File: src/rtl/adc_burst_seq.sv
module adc_burst_seq #(
  parameter int PULSE_W    = 2,
  parameter int PULSE_MAX  = 4,
  parameter int READY_WAIT = 8,
  parameter int BURST_LEN  = 18,
  parameter int LEGACY_LEN = 19,
  parameter int DEADLINE   = 6
) (
  input  logic clk,
  input  logic rst_n,
  input  logic sample_req,
  input  logic legacy_mode,
  output logic cnv,
  output logic bclk,
  output logic burst_start,
  output logic busy,
  output logic overrun
);

  localparam int CW = $clog2(READY_WAIT + LEGACY_LEN + BURST_LEN + PULSE_MAX + 2);
  localparam int DW = $clog2(DEADLINE + 2);
  localparam logic [CW-1:0] CNV_LAST  = CW'(PULSE_W - 1);
  localparam logic [CW-1:0] WAIT_LAST = CW'(READY_WAIT - PULSE_W - 1);
  localparam logic [CW-1:0] SHORT_LAST = CW'(BURST_LEN - 1);
  localparam logic [CW-1:0] LONG_LAST  = CW'(LEGACY_LEN - 1);
  localparam logic [DW-1:0] DL_LAST    = DW'(DEADLINE - 1);

  if (PULSE_W < 1 || PULSE_W > PULSE_MAX || READY_WAIT <= PULSE_W) begin : g_bad_params
    $error("adc_burst_seq: PULSE_W must be 1..PULSE_MAX and below READY_WAIT");
  end

  typedef enum logic [2:0] {S_IDLE, S_CNV, S_WAIT, S_BURST, S_DONE} state_t;

  state_t          st;
  logic [CW-1:0]   cnt;
  logic            ph;
  logic            long_q;
  logic            armed;
  logic [DW-1:0]   dl_cnt;

  wire accept     = sample_req && (st == S_IDLE || st == S_DONE);
  wire last_pulse = ph && (cnt == (long_q ? LONG_LAST : SHORT_LAST));

  always_ff @(posedge clk) begin
    if (!rst_n) begin
      st     <= S_IDLE;
      cnt    <= '0;
      ph     <= 1'b0;
      long_q <= 1'b0;
    end else begin
      case (st)
        S_IDLE, S_DONE: begin
          cnt <= '0;
          ph  <= 1'b0;
          if (accept) begin
            st     <= S_CNV;
            long_q <= legacy_mode;
          end else begin
            st <= S_IDLE;
          end
        end
        S_CNV: begin
          if (cnt == CNV_LAST) begin
            st  <= S_WAIT;
            cnt <= '0;
          end else begin
            cnt <= cnt + 1'b1;
          end
        end
        S_WAIT: begin
          if (cnt == WAIT_LAST) begin
            st  <= S_BURST;
            cnt <= '0;
            ph  <= 1'b0;
          end else begin
            cnt <= cnt + 1'b1;
          end
        end
        S_BURST: begin
          ph <= ~ph;
          if (last_pulse) begin
            st  <= S_DONE;
            cnt <= '0;
          end else if (ph) begin
            cnt <= cnt + 1'b1;
          end
        end
        default: st <= S_IDLE;
      endcase
    end
  end

  always_ff @(posedge clk) begin
    if (!rst_n) begin
      armed   <= 1'b0;
      dl_cnt  <= '0;
      overrun <= 1'b0;
    end else if (st != S_BURST) begin
      armed  <= 1'b0;
      dl_cnt <= '0;
    end else if (armed) begin
      if (dl_cnt == DL_LAST) overrun <= 1'b1;
      if (dl_cnt != DL_LAST) dl_cnt <= dl_cnt + 1'b1;
    end else if (sample_req) begin
      armed  <= 1'b1;
      dl_cnt <= '0;
    end
  end

  assign cnv         = (st == S_CNV);
  assign bclk        = (st == S_BURST) && !ph;
  assign burst_start = bclk && (cnt == '0);
  assign busy        = (st != S_IDLE);

endmodule

File: config.mk
export PLATFORM = sky130hd
export DESIGN_NAME = adc_burst_seq
export DESIGN_NICKNAME = d
export VERILOG_FILES = /design/src/rtl/adc_burst_seq.sv
export SDC_FILE = /design/constraint.sdc
export NUM_CORES = 1
export LEC_CHECK = 0
export BUFFER_PORTS_ARGS = -buffer_cell sky130_fd_sc_hd__buf_4
export CORE_MARGIN = 2
export CORE_UTILIZATION = 40
export CTS_BUF_LIST = sky130_fd_sc_hd__clkbuf_4 sky130_fd_sc_hd__clkbuf_8
export CTS_CLUSTER_SIZE = 10
export DETAILED_ROUTE_END_ITERATION = 7
export GPL_TIMING_DRIVEN = 0
export SLEW_MARGIN = 15
export SYNTH_ARGS = -nofsm -noshare
export SYNTH_HDL_FRONTEND = slang
export SYNTH_SLANG_ARGS = --single-unit
export TNS_END_PERCENT = 10
File: constraint.sdc
create_clock -name clk -period 1.4 [get_ports clk]
set_input_delay 0.21 -clock clk [delete_from_list [all_inputs] [get_ports clk]]
set_output_delay 0.21 -clock clk [all_outputs]
set_load 0.01 [all_outputs]
==> flow_summary_export.csv <==
group,metric,value,unit
logic_synthesis,yosys-top-cells-area,"dfxtp_1 (35%), ha_1 (6.7%), nand2_1 (4.9%), nor2_1 (4.4%), mux2i_1 (4.3%)",
setup_path,cp_max_fo,8,
run_status,violations,"negative setup slack",
logic_synthesis,synth.net_count,116,
layout,utilization,54.2,%
power_and_ir_drop,p_per_area,1510,mW/mm2
power_and_ir_drop,p_int,1.15,mW
detailed_routing,postRouteAntennaNets,0,
timing,finalHoldViolCount,0,
placed_design,pre_cts_ws,-0.278,ns
layout,stdcell_count,153,
logic_synthesis,yosysSeqAreaShare,34.5,%
clocking,clock_path_buffers,2,
layout,fin_area,0.00120,mm2
detailed_routing,drtIter0Drc,12,
logic_synthesis,syn-cell-area,928,um2
clocking,hold_buffers,0,
logic_synthesis,yosys.area.top_type_share,34.5,%
floorplanning,fp.dieArea,0.00272,mm2
timing,skew,0.00813,ns
clocking,cts.sinks,16,
power_and_ir_drop,max-vdd-ir-drop,0.899,mV
detailed_routing,drtPass1Iterations,4,
worst_hold_path,worst_hold_path_type,"input pin to register",
timing,setup_viol,14,
floorplanning,start_util,42.0,%
detailed_routing,num_vias,847,
global_route,grt_max_degree,11,
power_and_ir_drop,power.share.switching,36.6,%
timing,min_period_over_period,120,%
power_and_ir_drop,seq_power_share,33.0,%
detailed_routing,vias_per_cell,5.54,
logic_synthesis,synth_top_flop_cell,"dfxtp_1",
floorplanning,placeableCoreArea,0.00221,mm2
detailed_routing,remaining_drc_errors,0,
logic_synthesis,synth.distinct_cells,38,
timing,max_freq,0.594,GHz
logic_synthesis,async_flop_share,0,%
logic_synthesis,syn-mean-instance-area,8.68,um2
global_route,overflow,0,
floorplanning,ios,9,
clocking,cts_max_level,1,
clocking,clk_pin_slew,0.10,ns
layout,most-common-layout-cells,"nand2_1 (12), dfxtp_1 (11), buf_4 (11)",
setup_path,reg2reg_depth,6,
setup_path,crit_type,"register to register",
logic_synthesis,ys_ff_latch,16,
global_route,grt.total_usage,18.0,%
power_and_ir_drop,p_leak,0.495,nW
clocking,clockRootBuffer,"clkbuf_4",
placed_design,dpl.cell_count,143,
power_and_ir_drop,finalPower,1.81,mW
floorplanning,die_x,52.2,um
logic_synthesis,synthCells,107,
global_route,grt_pass1_wl,3.60,mm
floorplanning,die_height,52.2,um
logic_synthesis,yosys.area.top_type,"dfxtp_1",
timing,slew_viol_final,0,
power_and_ir_drop,clkPwrFrac,17.7,%
clocking,clk_latency,0.29,ns
run,cap_violations,0,
global_route,grt_pass1_vias,798,
detailed_routing,wl,2.12,mm
layout,final_nets,135,
layout,diodes,0,
timing,rsz0062_at_grt,"yes",
timing,period_needed,1.68,ns
worst_hold_path,hold_depth,3,
setup_path,critPathArrivalTime,1.91,ns
setup_path,critPathRequiredTime,1.63,ns
timing,layout_setup_ws,-0.284,ns
power_and_ir_drop,combPwrFrac,49.4,%
layout,drive_above_1_share,33.6,%
logic_synthesis,synth-edff-count,0,
clocking,cts_buffers,3,
layout,areaGrowthSynthToFinish,29.1,%
global_route,antenna_found_initial,0,
power_and_ir_drop,netSwitchingPower,662,uW
layout,layout_commonest_cell,"nand2_1",
timing,relSlewSlack,70.1,%
logic_synthesis,yosysWarnings,0,
placed_design,port_buffers,8,
detailed_routing,post_drt_wl_per_cell,13.9,um
placed_design,dp_hpwl,1.37,mm
placed_design,placed_area,0.00103,mm2
floorplanning,num_rows,17,
run_status,status,"complete, but fails checks",
setup_path,start_kind,"register",
clocking,cts_tree,"yes",
placed_design,gp_congestion,0.789,
setup_path,end_kind,"register",
timing,tightest_slew,0.449,ns
## area by class of cell
type / instances / area (um2)
fill: 213 / 1010
multi-input combinational: 80 / 609
sequential: 16 / 334
timing repair buffer: 15 / 128
clock buffer: 4 / 36.3
tap: 28 / 35.0
buffer: 4 / 31.3
inverter: 6 / 25.0
## path summary, 6_finish.rpt
path,start,end,slack [ns]
min,legacy_mode,long_q$_SDFFE_PN0P_,0.16
max,cnt[1]$_SDFFE_PN0P_,st[2]$_SDFFE_PN0P_,-0.28
max reg2reg,cnt[1]$_SDFFE_PN0P_,st[2]$_SDFFE_PN0P_,-0.28
min reg2reg,overrun$_SDFFE_PN0P_,overrun$_SDFFE_PN0P_,0.48
## what timing repair did
action | 4_1_cts | 5_1_grt
pin swaps | 6 | 7
gates resized for setup | 10 | 11
gates cloned | 0 | 0
setup buffers | 7 | 0
setup endpoints to repair | 14 | 14
## power by group through the flow
stage	clock network [mW]	registers [mW]	logic [mW]
2_1_floorplan	0	0.563	0.526
3_3_place_gp	0	0.576	0.679
3_5_place_dp	0	0.578	0.693
4_1_cts	0.327	0.584	0.806
5_1_grt	0.358	0.601	0.965
6_report	0.319	0.595	0.893
## through the flow
| step | hold slack (ns) | TNS (ns) |
|---|---|---|
| final | 0.162 | -2.72 |
| after global placement | 0.448 | -2.35 |
| after global routing | 0.155 | -3.52 |
| after floorplan | 0.331 | -1.32 |
| after detailed placement | 0.457 | -2.51 |
| after CTS | 0.157 | -2.78 |
## synthesized netlist by cell type (all sizes together) (3+ instances only)
master / count
o21ai: 7
dfxtp: 16
nor3b: 3
nand2: 12
buf: 3
and3: 4
a21oi: 5
inv: 6
mux2i: 4
nor2: 11
ha: 5
nor3: 3
## cells by family (layout without fill, tap and decap cells)
kind of cell / Yosys count / count (layout) / share of synthesized area (%)
AO/OA/AOI/OAI: 26 / 26 / 22.2
adder cells (fa/ha/maj): 5 / 5 / 6.74
buffers and inverters: 11 / 29 / 5.12
flip-flops: 16 / 16 / 34.5
multiplexers: 5 / 5 / 5.53
AND/OR/NAND/NOR: 44 / 44 / 25.9
## critical path: stages, from the launching register on
cell and delay [ns]:
dfxtp_4 0.37, inv_4 0.06, ha_4 0.11, or4b_4 0.50
o21ai_4 0.16, o211a_4 0.25, and3_1 0.17
## layer usage
layer,vias up,GRT usage [%],wire length [um]
met4,0,7.69,36
met2,17,30.6,1040
met5,-,0,0
met1,400,23.2,982
li1,425,-,-
met3,5,1.71,63
## state kept, by name (all words and copies together), names as in the netlist
register and flops:
st 3, ph 1, dl_cnt 3, long_q 1, armed 1, overrun 1
cnt 6
Note: power is estimated with default switching activity, not from simulation.
